**src/rtl/mac_pkg.sv**
```systemverilog
// Shared types for the multiply-accumulate slice.
// Assumes: nothing beyond IEEE 1800-2017 packages.
package mac_pkg;

    // Decides whether the output clear needs the output clock enable.
    typedef enum logic {
        PRIO_CE  = 1'b0,
        PRIO_RST = 1'b1
    } rst_prio_e;

    // Control bits that travel with the product down the pipeline.
    typedef struct packed {
        logic sub;
        logic mask;
    } ctrl_t;

endpackage

```
**src/rtl/mac_stage.sv**
```systemverilog
// Pipeline stage that can be removed by a parameter.
// USE=1: a register with a clock enable and a synchronous active-low clear.
// USE=0: a plain wire; the clock, clear and enable are then unused.
// Assumes: rst_n is synchronous to clk.
module mac_stage #(
    parameter int W   = 8,
    parameter bit USE = 1'b0
) (
    input  logic         clk,
    input  logic         rst_n,
    input  logic         ce,
    input  logic [W-1:0] d,
    output logic [W-1:0] q
);

    generate
        if (USE) begin : g_reg
            logic [W-1:0] r;

            // Load the stage when enabled; clear it on reset.
            always_ff @(posedge clk) begin
                if (!rst_n)  r <= '0;
                else if (ce) r <= d;
            end

            assign q = r;

            AST_STAGE_HOLD: assert property (@(posedge clk) disable iff (!rst_n)
                !ce |=> $stable(q));
        end else begin : g_byp
            logic unused_ctl;

            assign q          = d;
            assign unused_ctl = ^{clk, rst_n, ce};
        end
    endgenerate

endmodule

```
**src/rtl/mac_addsub.sv**
```systemverilog
// Adder/subtractor for the slice.
// It computes acc + prod, or acc - prod, as acc + ~prod + 1.
// The carry is bit W of the unsigned (W+1)-bit sum.
// Assumes: operands are already aligned to the same pipeline stage.
module mac_addsub #(
    parameter int W = 56
) (
    input  logic [W-1:0] acc,
    input  logic [W-1:0] prod,
    input  logic         sub,
    output logic [W-1:0] sum,
    output logic         carry
);

    logic [W:0] wide;

    // Compute the one wide sum that carries both the result and the carry.
    always_comb begin
        wide = {1'b0, acc} + {1'b0, (sub ? ~prod : prod)} + {{W{1'b0}}, sub};
    end

    assign sum   = wide[W-1:0];
    assign carry = wide[W];

endmodule

```
**src/rtl/mac_outreg.sv**
```systemverilog
// Result and carry register, which can be removed by a parameter.
// It has a dedicated synchronous active-low clear.
// PRIO selects whether that clear needs ce (PRIO_CE) or overrides it (PRIO_RST).
// Assumes: rst_n and clr_n are synchronous to clk.
module mac_outreg
    import mac_pkg::*;
#(
    parameter int        W    = 57,
    parameter bit        USE  = 1'b1,
    parameter rst_prio_e PRIO = PRIO_CE
) (
    input  logic         clk,
    input  logic         rst_n,
    input  logic         clr_n,
    input  logic         ce,
    input  logic [W-1:0] d,
    output logic [W-1:0] q
);

    generate
        if (USE) begin : g_reg
            logic [W-1:0] r;
            logic         clr_go;

            // Decide whether the dedicated clear acts in this cycle.
            assign clr_go = !clr_n && ((PRIO == PRIO_RST) || ce);

            // Clear on either reset, otherwise load when enabled.
            always_ff @(posedge clk) begin
                if (!rst_n)      r <= '0;
                else if (clr_go) r <= '0;
                else if (ce)     r <= d;
            end

            assign q = r;

            AST_CLR_WITH_CE: assert property (@(posedge clk) disable iff (!rst_n)
                (!clr_n && ce) |=> (q == '0));
            AST_HOLD_NO_CE: assert property (@(posedge clk) disable iff (!rst_n)
                (clr_n && !ce) |=> $stable(q));

            if (PRIO == PRIO_RST) begin : g_prio_rst
                AST_CLR_WITHOUT_CE: assert property (@(posedge clk) disable iff (!rst_n)
                    !clr_n |=> (q == '0));
            end else begin : g_prio_ce
                AST_CLR_NEEDS_CE: assert property (@(posedge clk) disable iff (!rst_n)
                    (!clr_n && !ce) |=> $stable(q));
            end
        end else begin : g_byp
            logic unused_ctl;

            assign q          = d;
            assign unused_ctl = ^{clk, rst_n, clr_n, ce};
        end
    endgenerate

endmodule

```
**src/rtl/mac_slice.sv**
```systemverilog
// Cascadable signed multiply-accumulate slice.
// Data path: input stages -> signed multiply -> multiplier stage -> add/sub
// with a selectable accumulator operand -> result/carry stage.
// The sub and mask controls ride through the multiplier stage with the product.
// Assumes: feedback mode (ACC_SRC=0) requires REG_OUT=1, and REG_OUT equals
// REG_CARRY; both rules are enforced at elaboration.
module mac_slice
    import mac_pkg::*;
#(
    parameter int        A_W       = 28,
    parameter int        B_W       = 28,
    parameter bit        REG_A     = 1'b0,
    parameter bit        REG_B     = 1'b0,
    parameter bit        REG_SUB   = 1'b0,
    parameter bit        REG_MASK  = 1'b0,
    parameter bit        REG_MUL   = 1'b0,
    parameter bit        REG_OUT   = 1'b1,
    parameter bit        REG_CARRY = 1'b1,
    parameter bit        ACC_SRC   = 1'b0,
    parameter bit        CAS_SRC   = 1'b0,
    parameter rst_prio_e RST_PRIO  = PRIO_CE
) (
    input  logic                 clk,
    input  logic                 rst_n,
    input  logic [A_W-1:0]       a_i,
    input  logic [B_W-1:0]       b_i,
    input  logic                 sub_i,
    input  logic                 mask_i,
    input  logic                 ce_a,
    input  logic                 ce_b,
    input  logic                 ce_sub,
    input  logic                 ce_mask,
    input  logic                 ce_mul,
    input  logic                 ce_out,
    input  logic                 out_rst_n,
    input  logic [A_W+B_W-1:0]   cas_i,
    output logic [A_W+B_W-1:0]   dout_o,
    output logic                 carry_o,
    output logic [A_W+B_W-1:0]   cas_o
);

    localparam int P_W  = A_W + B_W;
    localparam int MS_W = P_W + $bits(ctrl_t);

    // Elaboration-time legality checks.
    generate
        if (REG_OUT != REG_CARRY) begin : g_bad_carry_cfg
            $error("mac_slice: REG_OUT and REG_CARRY must match");
        end
        if (!ACC_SRC && !REG_OUT) begin : g_bad_loop_cfg
            $error("mac_slice: feedback accumulation needs REG_OUT=1");
        end
    endgenerate

    logic [A_W-1:0]  a_q;
    logic [B_W-1:0]  b_q;
    ctrl_t           ctl_q;
    ctrl_t           ctl_m;
    logic [P_W-1:0]  prod_c;
    logic [P_W-1:0]  prod_m;
    logic [P_W-1:0]  acc_raw;
    logic [P_W-1:0]  acc_op;
    logic [P_W-1:0]  sum;
    logic            cy;

    mac_stage #(.W(A_W), .USE(REG_A)) u_stg_a (
        .clk(clk), .rst_n(rst_n), .ce(ce_a), .d(a_i), .q(a_q));
    mac_stage #(.W(B_W), .USE(REG_B)) u_stg_b (
        .clk(clk), .rst_n(rst_n), .ce(ce_b), .d(b_i), .q(b_q));
    mac_stage #(.W(1), .USE(REG_SUB)) u_stg_sub (
        .clk(clk), .rst_n(rst_n), .ce(ce_sub), .d(sub_i), .q(ctl_q.sub));
    mac_stage #(.W(1), .USE(REG_MASK)) u_stg_mask (
        .clk(clk), .rst_n(rst_n), .ce(ce_mask), .d(mask_i), .q(ctl_q.mask));

    // Full-width signed product, sign-extended before the multiply.
    always_comb begin
        prod_c = P_W'($signed(a_q)) * P_W'($signed(b_q));
    end

    mac_stage #(.W(MS_W), .USE(REG_MUL)) u_stg_mul (
        .clk(clk), .rst_n(rst_n), .ce(ce_mul),
        .d({prod_c, ctl_q}), .q({prod_m, ctl_m}));

    // Choose where the accumulator operand comes from.
    generate
        if (ACC_SRC) begin : g_acc_cas
            assign acc_raw = cas_i;
        end else begin : g_acc_fb
            logic unused_cas;

            assign acc_raw    = dout_o;
            assign unused_cas = ^cas_i;
        end
    endgenerate

    // Apply the mask to the accumulator operand.
    always_comb begin
        acc_op = ctl_m.mask ? '0 : acc_raw;
    end

    mac_addsub #(.W(P_W)) u_addsub (
        .acc(acc_op), .prod(prod_m), .sub(ctl_m.sub), .sum(sum), .carry(cy));

    mac_outreg #(.W(P_W + 1), .USE(REG_OUT), .PRIO(RST_PRIO)) u_out (
        .clk(clk), .rst_n(rst_n), .clr_n(out_rst_n), .ce(ce_out),
        .d({cy, sum}), .q({carry_o, dout_o}));

    // Choose what the cascade output forwards.
    generate
        if (CAS_SRC) begin : g_cas_mul
            assign cas_o = prod_m;
        end else begin : g_cas_res
            assign cas_o = dout_o;
        end
    endgenerate

    AST_MASK_PROD_ZERO: assert property (@(posedge clk) disable iff (!rst_n)
        (ctl_m.mask && (prod_m == '0)) |-> ((sum == '0) && (cy == ctl_m.sub)));

endmodule

```
**config.mk**
```make
export PLATFORM = sky130hd
export DESIGN_NAME = mac_slice
export DESIGN_NICKNAME = d
export VERILOG_FILES = /design/src/rtl/mac_pkg.sv /design/src/rtl/mac_stage.sv /design/src/rtl/mac_addsub.sv /design/src/rtl/mac_outreg.sv /design/src/rtl/mac_slice.sv
export SDC_FILE = /design/constraint.sdc
export NUM_CORES = 2
export LEC_CHECK = 0
export BUFFER_PORTS_ARGS = -buffer_cell sky130_fd_sc_hd__buf_2
export CAP_MARGIN = 25
export CORE_UTILIZATION = 55
export DETAILED_ROUTE_END_ITERATION = 6
export PLACE_DENSITY_LB_ADDON = 0.2
export SLEW_MARGIN = 20
export SYNTH_ARGS = -nofsm -noshare
export SYNTH_HDL_FRONTEND = slang
export SYNTH_SLANG_ARGS = --single-unit
export TNS_END_PERCENT = 50
```
**constraint.sdc**
```tcl
create_clock -name clk -period 10.6 [get_ports clk]
set_input_delay 0 -clock clk [delete_from_list [all_inputs] [get_ports clk]]
set_output_delay 0 -clock clk [all_outputs]
set_load 0.01 [all_outputs]
```
* Word-level counts from Yosys, hierarchy flattened *
Index checks and enable logic that the tools add are counted.

word-level totals
  input port bits = 123
  register bits = 57
  output and inout bits = 113
  word-level logic and storage cells = 11

cells by class
  add/sub/neg operators = 2
  bitwise operators = 2
  muxes and demuxes = 2
  $mul = 1
  reduce and logical (&&, ||, !) cells = 3

operator list
  operator                                        count
  56-bit two-way mux                              2
  56-bit by 56-bit adder with 57-bit output       1
  57-bit by 1-bit adder with 57-bit output        1
  28-bit by 28-bit multiplier with 56-bit output  1
  56-bit NOT                                      1
  2-bit OR reduction                              1
  1-bit logical AND                               1
  1-bit logical NOT                               1
  1-bit NOT                                       1

* Depth between registers and ports, before layout *
  word-level depth = 5
  mapped depth = 39
  depth with buffers taken out = 37

* Hierarchy *
Synthesis repeated with hierarchy kept, for this count alone.

second synthesis, totals
  cells, all modules = 4041
  area, all modules = 36253.5 um2

by module, submodules not included
  module                      cells each  area an instance (um2)  times used  sequential area each (um2)
  mac_slice                   3178        29224.3                 1           0.0
  mac_addsub                  551         3908.7                  1           0.0
  mac_outreg                  196         2249.7                  1           1141.1
  mac_stage (u_stg_mul)       58          435.4                   1           0.0
  mac_stage (u_stg_a ...)     28          210.2                   2           0.0
  mac_stage (u_stg_mask ...)  1           7.5                     2           0.0

* Worst setup path after synthesis *
No wires, ideal clock.

  path type = input to register
  from = in b_i[4]
  to = reg u_out.g_reg.r[53], in the netlist u_out.q[53]
  stages = 35
  buffers on the path = 4
  arrival time = 8.586 ns
  library setup time = 0.129 ns
  data required time = 10.471 ns
  slack = 1.885 ns
  path through = clkbuf_1 -> clkbuf_1 -> nand2_1 -> fa_1 -> fa_1 -> fa_1 -> fa_1 -> inv_1 -> fa_1 -> fa_1 -> fa_1 -> fa_1 -> ha_1 -> clkbuf_1 -> a21o_1 -> a211o_1 -> a31o_2 -> o221ai_4 -> a31oi_4 -> nand4_1 -> o211ai_1 -> a21o_1 -> a21oi_1 -> xnor2_1 -> ha_1 -> clkbuf_1 -> a21oi_1 -> o21ai_0 -> a21oi_1 -> o31a_1 -> a31o_2 -> or3_1 -> o2111ai_1 -> xnor2_1 -> o21ai_0

on the way
  word-level cells in the longest chain between the ends = 5

RTL lines
  what                                                line              RTL
  start: declaration                                  mac_slice.sv:26   input logic [B_W-1:0] b_i,
  28-bit by 28-bit multiplier with 56-bit output (*)  mac_slice.sv:77   prod_c = P_W'($signed(a_q)) * P_W'($signed(b_q));
  56-bit NOT                                          mac_addsub.sv:19  wide = {1'b0, acc} + {1'b0, (sub ? ~prod : prod)} + {{W{1'b0}}, sub};
  56-bit two-way mux (*)                              mac_addsub.sv:19
  56-bit by 56-bit adder with 57-bit output (*)       mac_addsub.sv:19
  57-bit by 1-bit adder with 57-bit output (*)        mac_addsub.sv:19
  end signal: assignment                              mac_outreg.sv:30  if (!rst_n) r <= '0;
  end signal: assignment                              mac_outreg.sv:31  else if (clr_go) r <= '0;
  end signal: assignment                              mac_outreg.sv:32  else if (ce) r <= d;
  end: declaration                                    mac_outreg.sv:22  logic [W-1:0] r;

Mark *: on every way between the ends. The rest lies on a longest branch, timed or not.
A chain may end at the register's enable or synchronous reset.

* Worst setup path after layout *
  from = in b_i[4]
  to = reg u_out.g_reg.r[46], in the netlist u_out.q[46]

Same word-level chain as after synthesis.

==> impl_results.md <==
- Compound-Gate Fraction of Synth Area: 0.07160
- Largest family of logic cells by synthesized area: adder cells
- Simple-Gate Fraction of Synth Area: 0.1644
- Status: finished, final reports clean
- Register bit count reported by yosys: 57
- Ys flop type: dfxtp_1
- Ys Warns: 0
- Worst-margin pin slew: a little under 1 ns
- CTS Sinks: between 50 and 60
- Fin crit period: 9.435 ns
- I/O pin count: 236
- Root Buffer Master: clkbuf_16
- Startpoint types: primary input
- Ys async rst share: 0
- Routability Congestion: around 0.89
- Vias in the first global route: around 27,000
- Final setup vio count: 0
- Synth area leaders: fa_1 47%, ha_1 8.9%, inv_1 8.3%
- CTS H-tree depth: 3
- Setup CP Type: in2reg
- Required time of the worst setup path: ~11 ns
- Initial antenna violation count: 4
- GRT Residual Overflow: 0
- DR WL/cell: 18.75 um
- Dominant cell type by area after synthesis: fa_1
- Vias per Instance: between 5 and 6
- DIE HEIGHT: 254.1 um
- DRT Wirelength: 87,950 um
- CTS max path bufs: 2
- Detailed Place HPWL: 73,230 um
- All-Layer GR Usage: 0.2882
- Gate Count Post-Synth: 3,893
- RSZ-0062 raised after global routing: no
- Sequential cell area fraction in the yosys report: 0.03264
- Placed cells: around 4,700
- Synth Net Count: 5,088
- Starting Density: 0.5553
- Post-Syn Area: 34,960 sq um
- First drt pass iteration count: 6
- Share of layout cells above drive strength 1: 0.06118
- Tightest Hold Check Type: in2reg
- Initial DRC Count: 1,518
- First-pass GRT wire length: around 140,000 um
- CTS-repair resized insts: 0
- Setup TNS: 0 ns
- Max reg flops: 57
- Final Cycle Share: 0.8901
- Final Non-Filler Cells: around 4,700
- Core Region: 62,970 sq um
- Syn-to-layout area delta: 3.536%
- Slew Limit Fails: 0
- Horiz. Die Dim: 254.1 um
- CTS Buf Count: 9
- Hold-fix buffers, CTS: 1
- Synth cell count leaders: 824 x fa_1, 774 x inv_1, 429 x and2_1, 415 x nand2_1, 248 x ha_1
- Worst-Skew Late Latency: ~0.36 ns
- Vias: 25,570
- Clock Skew: 0.01327 ns
- Critical path arrival: 9.67 ns
- Max-cap viol count: 0
- Syn Area/Cell: 8.981 sq um
- F_max: about 110 MHz
- Layout Nets: roughly 5,000
- CP endpoint kind: flop
- Most frequent cell after synthesis: fa_1
- CTS tree: done
- Row count: 92
- Worst-path maximum fanout: 28
- Pin count of the biggest net entering global routing: 59
- Mux cell area share after synthesis: 0.01088
- Drt drc: 0
- IO buf count: 174
- Die area: 64,580 sq um
- Most numerous cell on the critical path: fa_1
- Hold Violations, Final: 0
- Worst-path clk slew: ~0.060 ns
- Filler cell count: 5,768
- Post-detailed-route count of antenna-violating nets: 0
- Synth top area share: 0.4718
- Slowest cell on the critical path: buf_2
- Slew margin rel.: 0.3520
- Post-Synth Adder-Cell Area: 0.5605
- Number of synthesized flops with an enable pin: 0
- CP peak stage delay: 0.57 ns
- Post-Synth XOR/XNOR Area: 0.04208
- Synth cell types: 72
- # Post-CTS Setup Buffers: 0
-- metrics by stage --
stage | setup slack, ns | util | area, sq um | hold slack (ns)
floorplan | 1.885 | - | 34960 | 0.1415
global placement | 0.9997 | 0.5696 | 35870 | 0.3479
detailed placement | 0.8828 | 0.5696 | 35870 | 0.3386
CTS | 1.220 | 0.5748 | 36190 | 0.2737
global route | 0.7678 | 0.5749 | 36200 | 0.3064
finish | 1.165 | 0.5749 | 36200 | 0.2713
-- layout by cell type, fill, tap and decap left out, drive strengths merged, types with 15 or more instances in the layout --
master	count
xnor2	117
a21o	55
mux2i	38
ha	248
o21bai	20
nor2	119
o21ai	69
nand2	415
nand3	15
a21oi	131
nor2b	68
and2	429
xor2	51
buf	197
dfxtp	57
inv	774
nand4	27
fa	824
nand2b	17
-- area by class of cell --
| type | count | area (sq um) | share of cell area |
|---|---|---|---|
| timing repair buffer | 198 | 1054 | 0.02910 |
| tap | 846 | 1059 | 0.02924 |
| sequential | 57 | 1141 | 0.03152 |
| multi-input combinational | 2795 | 29710 | 0.8208 |
| clock inverter | 4 | 50.05 | 0.001383 |
| antenna | 3 | 7.507 | 0.0002074 |
| inverter | 775 | 2909 | 0.08036 |
| clock buffer | 12 | 266.5 | 0.007362 |
-- cell families (layout without fill, tap and decap cells) --
kind of cell	after synthesis	in the layout
multiplexers	38	38
AND/OR/NAND/NOR	1135	1135
buffers and inverters	1041	989
adder cells (fa/ha/maj)	1072	1072
flip-flops	57	57
XOR/XNOR	168	168
AO/OA/AOI/OAI	382	382
other	0	3
-- final timing paths --
kind                            startpoint                       end  slack, ns  depth (start not counted)
setup / recovery                    b_i[4]  u_out.q[46]$_SDFFE_PP0P_       1.16                         35
hold / removal                   out_rst_n  u_out.q[35]$_SDFFE_PP0P_       0.27                          4
setup reg to reg   u_out.q[0]$_SDFFE_PP0P_  u_out.q[46]$_SDFFE_PP0P_       6.86                         13
hold reg to reg   u_out.q[44]$_SDFFE_PP0P_  u_out.q[44]$_SDFFE_PP0P_       0.49                          2
-- routing by layer --
metal	global-route usage	part of all wire	up-vias	routed length, um
li1	-	-	11510	-
met1	0.3668	0.40	13230	34860
met2	0.5201	0.53	686	46380
met3	0.02582	0.044	145	3892
met4	0.08623	0.032	0	2813
met5	0	0	-	0
-- worst max-delay path: cells and delay by family --
family / cells / cell delay (ns)
adder cells (fa/ha/maj): 10 / 4.46
XOR/XNOR: 1 / 0.14
AND/OR/NAND/NOR: 4 / 0.69
buffers and inverters: 6 / 0.86
AO/OA/AOI/OAI: 14 / 3.46
Power is not shown: default switching activity piles up to over one toggle a cycle in this logic, so the estimate is an artifact.
